<file path="src/rtl/pwin_pkg.sv">
package pwin_pkg;

    // Target indices; lower index wins when several claim an access.
    typedef enum logic [1:0] {
        TGT_MEM    = 2'd0,
        TGT_PERIPH = 2'd1,
        TGT_CS     = 2'd2,
        TGT_EXT    = 2'd3
    } tgt_e;

    localparam int TGT_N   = 4;
    localparam int MASK_N  = 4;
    localparam int MASK_LO = 1;  // masks sit in bits MASK_LO+MASK_N-1 .. MASK_LO
    localparam int VALID_B = 0;

endpackage

</file>
<file path="src/rtl/pwin_basereg.sv">
module pwin_basereg
    import pwin_pkg::*;
#(
    parameter int ADDR_W   = 32,
    parameter int WIN_BITS = 16
) (
    input  logic                         clk,
    input  logic                         rst_n,
    input  logic                         wr_en,
    input  logic                         wr_super,
    input  logic [ADDR_W-1:0]            wr_data,
    output logic [ADDR_W-1:0]            rd_data,
    output logic [ADDR_W-WIN_BITS-1:0]   base_o,
    output logic [MASK_N-1:0]            mask_o,
    output logic                         valid_o
);
    localparam int BASE_W = ADDR_W - WIN_BITS;
    localparam int RSV_LO = MASK_LO + MASK_N;
    localparam int RSV_W  = WIN_BITS - RSV_LO;

    typedef struct packed {
        logic [BASE_W-1:0] base;
        logic [MASK_N-1:0] mask;
        logic              valid;
    } breg_t;

    breg_t reg_d, reg_q;
    logic  rsv_unused;

    assign rsv_unused = ^wr_data[WIN_BITS-1:RSV_LO];

    always_comb begin
        reg_d = reg_q;
        if (wr_en && wr_super) begin
            reg_d.base  = wr_data[ADDR_W-1:WIN_BITS];
            reg_d.mask  = wr_data[RSV_LO-1:MASK_LO];
            reg_d.valid = wr_data[VALID_B];
        end
    end

    always_ff @(posedge clk or negedge rst_n) begin
        if (!rst_n) reg_q <= '0;
        else        reg_q <= reg_d;
    end

    assign rd_data = {reg_q.base, {RSV_W{1'b0}}, reg_q.mask, reg_q.valid};
    assign base_o  = reg_q.base;
    assign mask_o  = reg_q.mask;
    assign valid_o = reg_q.valid;

    // supervisor write lands on the next edge
    a_r2_write_lands: assert property (@(posedge clk) disable iff (!rst_n)
        (wr_en && wr_super) |=>
            (rd_data[ADDR_W-1:WIN_BITS] == $past(wr_data[ADDR_W-1:WIN_BITS]) &&
             rd_data[RSV_LO-1:0] == $past(wr_data[RSV_LO-1:0])));

    // user-mode write has no effect
    a_r4_user_write_ignored: assert property (@(posedge clk) disable iff (!rst_n)
        (wr_en && !wr_super) |=> $stable(rd_data));

    // reserved field reads as zero
    a_r3_reserved_zero: assert property (@(posedge clk) disable iff (!rst_n)
        rd_data[WIN_BITS-1:RSV_LO] == '0);

endmodule

</file>
<file path="src/rtl/pwin_space_match.sv">
module pwin_space_match
    import pwin_pkg::*;
#(
    parameter int BASE_W = 16
) (
    input  logic [BASE_W-1:0] addr_hi,
    input  logic              acc_super,
    input  logic              acc_code,
    input  logic [BASE_W-1:0] base,
    input  logic [MASK_N-1:0] mask,
    input  logic              valid,
    output logic              in_window,
    output logic              win_hit
);
    logic [1:0] space_idx;
    logic       space_blocked;

    // Index 3 supervisor code, 2 supervisor data, 1 user code, 0 user data.
    always_comb begin
        space_idx     = {acc_super, acc_code};
        space_blocked = mask[space_idx];
        in_window     = valid && (addr_hi == base);
        win_hit       = in_window && !space_blocked;
    end

endmodule

</file>
<file path="src/rtl/pwin_priority.sv">
module pwin_priority #(
    parameter int NREQ = 4
) (
    input  logic [NREQ-1:0] req,
    output logic [NREQ-1:0] grant
);
    logic taken;

    always_comb begin
        grant = '0;
        taken = 1'b0;
        for (int i = 0; i < NREQ; i++) begin
            if (req[i] && !taken) begin
                grant[i] = 1'b1;
                taken    = 1'b1;
            end
        end
    end

endmodule

</file>
<file path="src/rtl/pwin_decoder.sv">
module pwin_decoder
    import pwin_pkg::*;
#(
    parameter int ADDR_W   = 32,
    parameter int WIN_BITS = 16
) (
    input  logic              clk,
    input  logic              rst_n,
    input  logic [ADDR_W-1:0] acc_addr,
    input  logic              acc_super,
    input  logic              acc_code,
    input  logic              mem_hit,
    input  logic              cs_hit,
    input  logic              reg_wr_en,
    input  logic [ADDR_W-1:0] reg_wr_data,
    output logic [ADDR_W-1:0] reg_rd_data,
    output logic [TGT_N-1:0]  tgt_sel
);
    localparam int BASE_W = ADDR_W - WIN_BITS;

    logic [BASE_W-1:0] base_q;
    logic [MASK_N-1:0] mask_q;
    logic              valid_q;
    logic              in_window;
    logic              win_hit;
    logic [TGT_N-1:0]  req_vec;
    logic              addr_unused;

    assign addr_unused = ^acc_addr[WIN_BITS-1:0];

    pwin_basereg #(.ADDR_W(ADDR_W), .WIN_BITS(WIN_BITS)) u_basereg (
        .clk      (clk),
        .rst_n    (rst_n),
        .wr_en    (reg_wr_en),
        .wr_super (acc_super),
        .wr_data  (reg_wr_data),
        .rd_data  (reg_rd_data),
        .base_o   (base_q),
        .mask_o   (mask_q),
        .valid_o  (valid_q)
    );

    pwin_space_match #(.BASE_W(BASE_W)) u_match (
        .addr_hi   (acc_addr[ADDR_W-1:WIN_BITS]),
        .acc_super (acc_super),
        .acc_code  (acc_code),
        .base      (base_q),
        .mask      (mask_q),
        .valid     (valid_q),
        .in_window (in_window),
        .win_hit   (win_hit)
    );

    always_comb begin
        req_vec             = '0;
        req_vec[TGT_MEM]    = mem_hit;
        req_vec[TGT_PERIPH] = win_hit;
        req_vec[TGT_CS]     = cs_hit;
        req_vec[TGT_EXT]    = 1'b1;
    end

    pwin_priority #(.NREQ(TGT_N)) u_prio (
        .req   (req_vec),
        .grant (tgt_sel)
    );

    // one target only
    a_r12_onehot: assert property (@(posedge clk) disable iff (!rst_n)
        $onehot(tgt_sel));

    // memory hit suppresses peripheral and external bus
    a_r8_mem_first: assert property (@(posedge clk) disable iff (!rst_n)
        mem_hit |-> (tgt_sel[TGT_MEM] && !tgt_sel[TGT_PERIPH] && !tgt_sel[TGT_EXT]));

    // invalid register never selects the window
    a_r6_invalid_no_window: assert property (@(posedge clk) disable iff (!rst_n)
        !reg_rd_data[VALID_B] |-> !tgt_sel[TGT_PERIPH]);

    // masked in-window access with no other claim goes external
    a_r7_masked_goes_ext: assert property (@(posedge clk) disable iff (!rst_n)
        (in_window && !win_hit && !mem_hit && !cs_hit) |-> tgt_sel[TGT_EXT]);

    // window outranks chip-select
    a_r9_window_over_cs: assert property (@(posedge clk) disable iff (!rst_n)
        (win_hit && cs_hit && !mem_hit) |-> tgt_sel[TGT_PERIPH]);

endmodule

</file>
<file path="config.mk">
export PLATFORM = sky130hd
export DESIGN_NAME = pwin_decoder
export DESIGN_NICKNAME = d
export VERILOG_FILES = /design/src/rtl/pwin_pkg.sv /design/src/rtl/pwin_basereg.sv /design/src/rtl/pwin_space_match.sv /design/src/rtl/pwin_priority.sv /design/src/rtl/pwin_decoder.sv
export SDC_FILE = /design/constraint.sdc
export NUM_CORES = 1
export LEC_CHECK = 0
export ABC_AREA = 1
export BUFFER_PORTS_ARGS = -buffer_cell sky130_fd_sc_hd__buf_2
export CAP_MARGIN = 20
export CORE_AREA = 10 10 93 54
export CTS_CLUSTER_DIAMETER = 60
export CTS_CLUSTER_SIZE = 20
export DETAILED_ROUTE_END_ITERATION = 16
export DIE_AREA = 0 0 103 64
export PLACE_DENSITY = 0.78
export SLEW_MARGIN = 10
export SYNTH_ARGS = -nofsm -noshare
export SYNTH_HDL_FRONTEND = slang
export SYNTH_SLANG_ARGS = --single-unit
</file>
<file path="constraint.sdc">
create_clock -name clk -period 1.2 [get_ports clk]
set_input_delay 0.12 -clock clk [delete_from_list [all_inputs] [get_ports clk]]
set_output_delay 0.12 -clock clk [all_outputs]
set_load 0.02 [all_outputs]
</file>
# Word-level counts from Yosys, hierarchy flattened
# Cells that the tools add are included.
# totals
reg_bits	21
in_bits	71
out_inout_bits	36
# op_classes
n_lt_le_gt_ge	1
n_eq_ne	1
muxes	8
n_reduce_logical	8
# ops
op	count
equality test 16 bit	1
two-way mux 1 bit	7
logical AND 1 bit	5
zero test 1 bit	3
< comparator 2 x 3 -> 1 bit (second input constant)	1
binary-select mux 1 bit (select 2 bit)	1

# Longest topological paths before layout
# logic_depth
ltp_word	10
mapped_depth	9
depth_no_buf	9

# By module
# A second synthesis with hierarchy kept.
# unflattened
cells_unflattened	219
area_unflattened_um2	1463.9
# modules_own_cells
mod	n_inst	cells_each	area_per_inst_um2
pwin_basereg	1	124	1066.0
pwin_space_match	1	85	356.6
pwin_priority	1	9	37.5
pwin_decoder	1	1	3.8

# Worst setup path before layout
# Ideal clock, no wire load.
# synth_path
path_kind	register to output
from	register u_basereg.reg_q[8] (netlist: u_basereg.base_o[3])
to	output port tgt_sel[1]
t_arrival_ns	1.221
required_ns	1.080
setup_slack_ns	-0.141
stages_incl_launch_ff	9
path_buffers	0
path_cell_list	dfrtp_1 > inv_1 > nand2_1 > nand2_1 > nor2_1 > nand2_1 > nor2_1 > nand3_1 > nor2_1
# synth_between
elab_chain_len	5
# synth_rtl
element	line_no	rtl
start: declaration	pwin_basereg.sv:27	breg_t reg_d, reg_q;
start signal: assignment	pwin_basereg.sv:43	else reg_q <= reg_d;
equality test 16 bit	pwin_space_match.sv:22	in_window = valid && (addr_hi == base);
logical AND 1 bit	pwin_space_match.sv:22	
logical AND 1 bit	pwin_space_match.sv:23	win_hit = in_window && !space_blocked;
logical AND 1 bit	pwin_priority.sv:13	if (req[i] && !taken) begin
two-way mux 1 bit	pwin_priority.sv:13	
end: declaration	pwin_decoder.sv:17	output logic [TGT_N-1:0] tgt_sel
# Every way passes these cells.

# Worst setup path after layout
# layout_path
from	register u_basereg.reg_q[10] (netlist: u_basereg.base_o[5])
to	output port tgt_sel[2]
# layout_between
elab_chain_len	8
# layout_rtl
element	line_no
equality test 16 bit	pwin_space_match.sv:22
logical AND 1 bit	pwin_space_match.sv:22
logical AND 1 bit	pwin_space_match.sv:23
logical AND 1 bit	pwin_priority.sv:13
two-way mux 1 bit	pwin_priority.sv:13
zero test 1 bit	pwin_priority.sv:13
logical AND 1 bit	pwin_priority.sv:13
two-way mux 1 bit	pwin_priority.sv:13
# Every way passes these cells.

==> key figures <==
Run status
  • Status: finished with violations
  • Failing checks: negative setup slack

Cells and area
  • Nets: 340
  • Layout overhead on the synthesized area: 49.00%
  • Fill cell count: 319
  • Final core utilization: 0.5519
  • Post-Layout Cell Count: 310
  • Share of cells above drive strength 1: 0.4627
  • Number of diodes: 0
  • Seq. cell area: 545.5 sq um
  • Area of the multi-input gates: 571.8 sq um

Pwr
  • Sw Ratio: 0.3494
  • Final Power: 0.002121 W
  • Internal power: 0.001380 W
  • Pwr/cell area: 1138 mW/mm^2
  • Combinational share of power: 0.364
  • Part of the power in registers: 0.412
  • Leakage: 1.106 nW
  • Clock network power share: 0.224
  • Maximum vdd drop: 0.0005666 V
  • Sw power: 0.0007413 W

Floorplanning
  • Die span in y: 64 microns
  • Starting Density: 0.3704
  • Die Width: 103 microns
  • Core Rows: 15
  • Die ar.: 0.006592 sq mm
  • Io pins: 107
  • Core area: 0.003378 sq mm

Global routing
  • Largest net degree at the start of global routing: 29
  • Vias in the first global route: 1333
  • Total global routing overflow: 0
  • Global-route usage over all layers: 0.1131
  • First-pass GRT wire length: 5927 microns
  • Initial antenna violation count: 0

Worst setup path
  • Crit path kind: reg -> out
  • Worst-path fanout max: 3
  • Critical path endpoint category: output port
  • Worst EP required: 1.08 ns
  • Crit start category: register
  • Worst EP arrival: 1.51 ns

STA
  • Max-slew headroom: 0.6649
  • Worst setup margin: -0.4298 ns
  • Worst-margin pin slew: 0.5026 ns
  • Setup TNS: -1.234 ns
  • Min cycle time layout: 1.630 ns
  • RSZ-0062 raised after global routing: true
  • Slew Viols, Final: 0
  • FMAX: 613.6 MHz
  • Hold Fails Final Rpt: 0
  • Tcrit/Tclk final: 1.358
  • Setup Viol. Count Final: 3
  • Clock skew: 0 ns

CTS
  • CTS sink cnt: 21
  • Clock Latency Late Sink: 0.26 ns
  • H-tree level count: 1
  • CTS max path bufs: 2
  • CTS tree: done
  • Clk root buf: clkbuf_8
  • Total CTS buffers: 3
  • Clk slew on worst S/H paths: 0.08 ns

Synthesis
  • Library cells used by synthesis: 13
  • #FFs+latches synth: 21
  • Post-Synthesis Cells: 182
  • Syn Area/Cell: 6.875 sq um
  • Syn. warnings: 0
  • XOR/XNOR share of the synthesized area: 0.007000
  • Largest family of logic cells by synthesized area: simple AND/OR/NAND/NOR gates
  • Post-Synth Adder-Cell Area: 0
  • Post-synthesis compound-gate area fraction: 0.06800
  • Mux share of post-synthesis cell area: 0.04500
  • Post-synthesis sequential area ratio: 0.4200
  • Synthesized area: 0.001251 sq mm
  • Synth Area in Simple Gates: 0.2680

Placement
  • DPL Wire Length: 3179 microns
  • Inst Count DP: 304
  • Port bufs: 68
  • Post-Place Setup Slack: -0.1927 ns
  • GPL Wtd Cong: 0.7980

Route
  • Detailed Routing Iterations Pass 1: 4
  • WL/cell: 12.11 microns
  • Drt initial violations: 40
  • Vias post-DR: 1301
  • ANT nets after route: 0
  • Via density: 4.197
  • Total routed wirelength: 3753 microns
  • Remaining DRCs: 0

Hold path
  • Hold WC Path Type: in -> reg

Run
  • Number of max-cap violations: 0
layout by cell type (no fill, tap or decap), drive strengths merged:
| cell | instances |
|---|---|
| xnor2 | 1 |
| buf | 87 |
| nand3 | 2 |
| nor2 | 34 |
| clkinv | 1 |
| nand2 | 52 |
| inv | 33 |
| clkbuf | 3 |
| o21ai | 1 |
| conb | 11 |
| dlygate4sd3 | 1 |
| dfrtp | 21 |
| mux2 | 5 |
| a21oi | 16 |
area by class of cell:
class,count,area share
Sequential cell,21,0.2926
Inverter,33,0.06644
Multi-Input combinational cell,122,0.3067
Tap cell,42,0.02819
Clock inverter,1,0.002685
Clock buffer,3,0.02215
Timing Repair Buffer,88,0.2812
routing by layer:
layer  vias to the layer above  part of all wire  track usage
met5                         -                 0            0
met4                         0             0.015      0.03276
met3                         7             0.064      0.03541
met2                        31              0.57       0.2250
met1                       579              0.35       0.1077
li1                        684                 -            -
flip-flops by register name (all words and copies together) (netlist names):
| name | flops |
|---|---|
| u_basereg.base_o | 16 |
| u_basereg.mask_o | 4 |
| u_basereg.valid_o | 1 |
final timing paths:
path / start / end / slack, ns / depth (start not counted)
min in group asynchronous: rst_n / u_basereg.base_o[14] / 0.36 / 2
worst min register to register: u_basereg.base_o[8] / u_basereg.base_o[8] / 0.57 / 2
worst max-delay path: u_basereg.base_o[5] / tgt_sel[2] / -0.43 / 9
worst min-delay path: reg_wr_data[0] / u_basereg.valid_o / 0.08 / 2
max in group asynchronous: rst_n / u_basereg.base_o[5] / 0.46 / 2
worst max register to register: u_basereg.base_o[10] / u_basereg.base_o[10] / 0.30 / 2
cell families (layout without fill, tap and decap cells):
family	Yosys count	count (layout)
buffers and inverters	49	125
muxes	5	5
and+or+nand+nor	88	88
DFF	21	21
other	1	11
AOI/OAI and AO/OA	17	17
xor gates and xnor gates	1	1
power by group through the flow:
stage          Sequential, W  Combinational (W)  Clock [W]
6_report            0.000873           0.000772   0.000476
3_5_place_dp        0.000886           0.000758          0
3_3_place_gp        0.000879           0.000742          0
2_1_floorplan        0.00100           0.000314          0
5_1_grt             0.000888           0.000854   0.000519
4_1_cts             0.000873           0.000779   0.000495
Yosys cell counts:
cell,count,area (sq um)
conb_1,1,3.750
o21ai_0,1,5.000
nor2_1,34,127.6
buf_4,13,97.59
nand3_1,2,10.01
a21oi_1,16,80.08
dfrtp_1,21,525.5
xnor2_1,1,8.760
buf_2,3,15.01
nand2_2,1,6.260
mux2_2,5,56.30
nand2_1,51,191.4
inv_1,33,123.9
critical path: stages (launching register included):
cell and delay (ns):
dfrtp_2 0.42, nand2_2 0.07, nand2_1 0.05, nor2_1 0.10, nand2_1 0.07, nor2_2 0.13
nand3_2 0.14, nand2_4 0.12, nor2_4 0.04, buf_6 0.12
timing repair:
| item | CTS | global route |
|---|---|---|
| pin swaps | 7 | 1 |
| setup endpoints to repair | 3 | 3 |
| setup buffers | 1 | 0 |
| resized for setup | 10 | 2 |
| hold endpoints to repair | 21 | 0 |
| hold buffers | 1 | 0 |
metrics by stage:
step                      hold slack (ns)  area [sq um]
after floorplan                   -0.1756          1339
after global placement             0.1110          1767
after detailed placement           0.1159          1767
after CTS                         0.07644          1859
after global routing              0.07611          1864
final                             0.08104          1864
(Power assumes the default switching activity.)
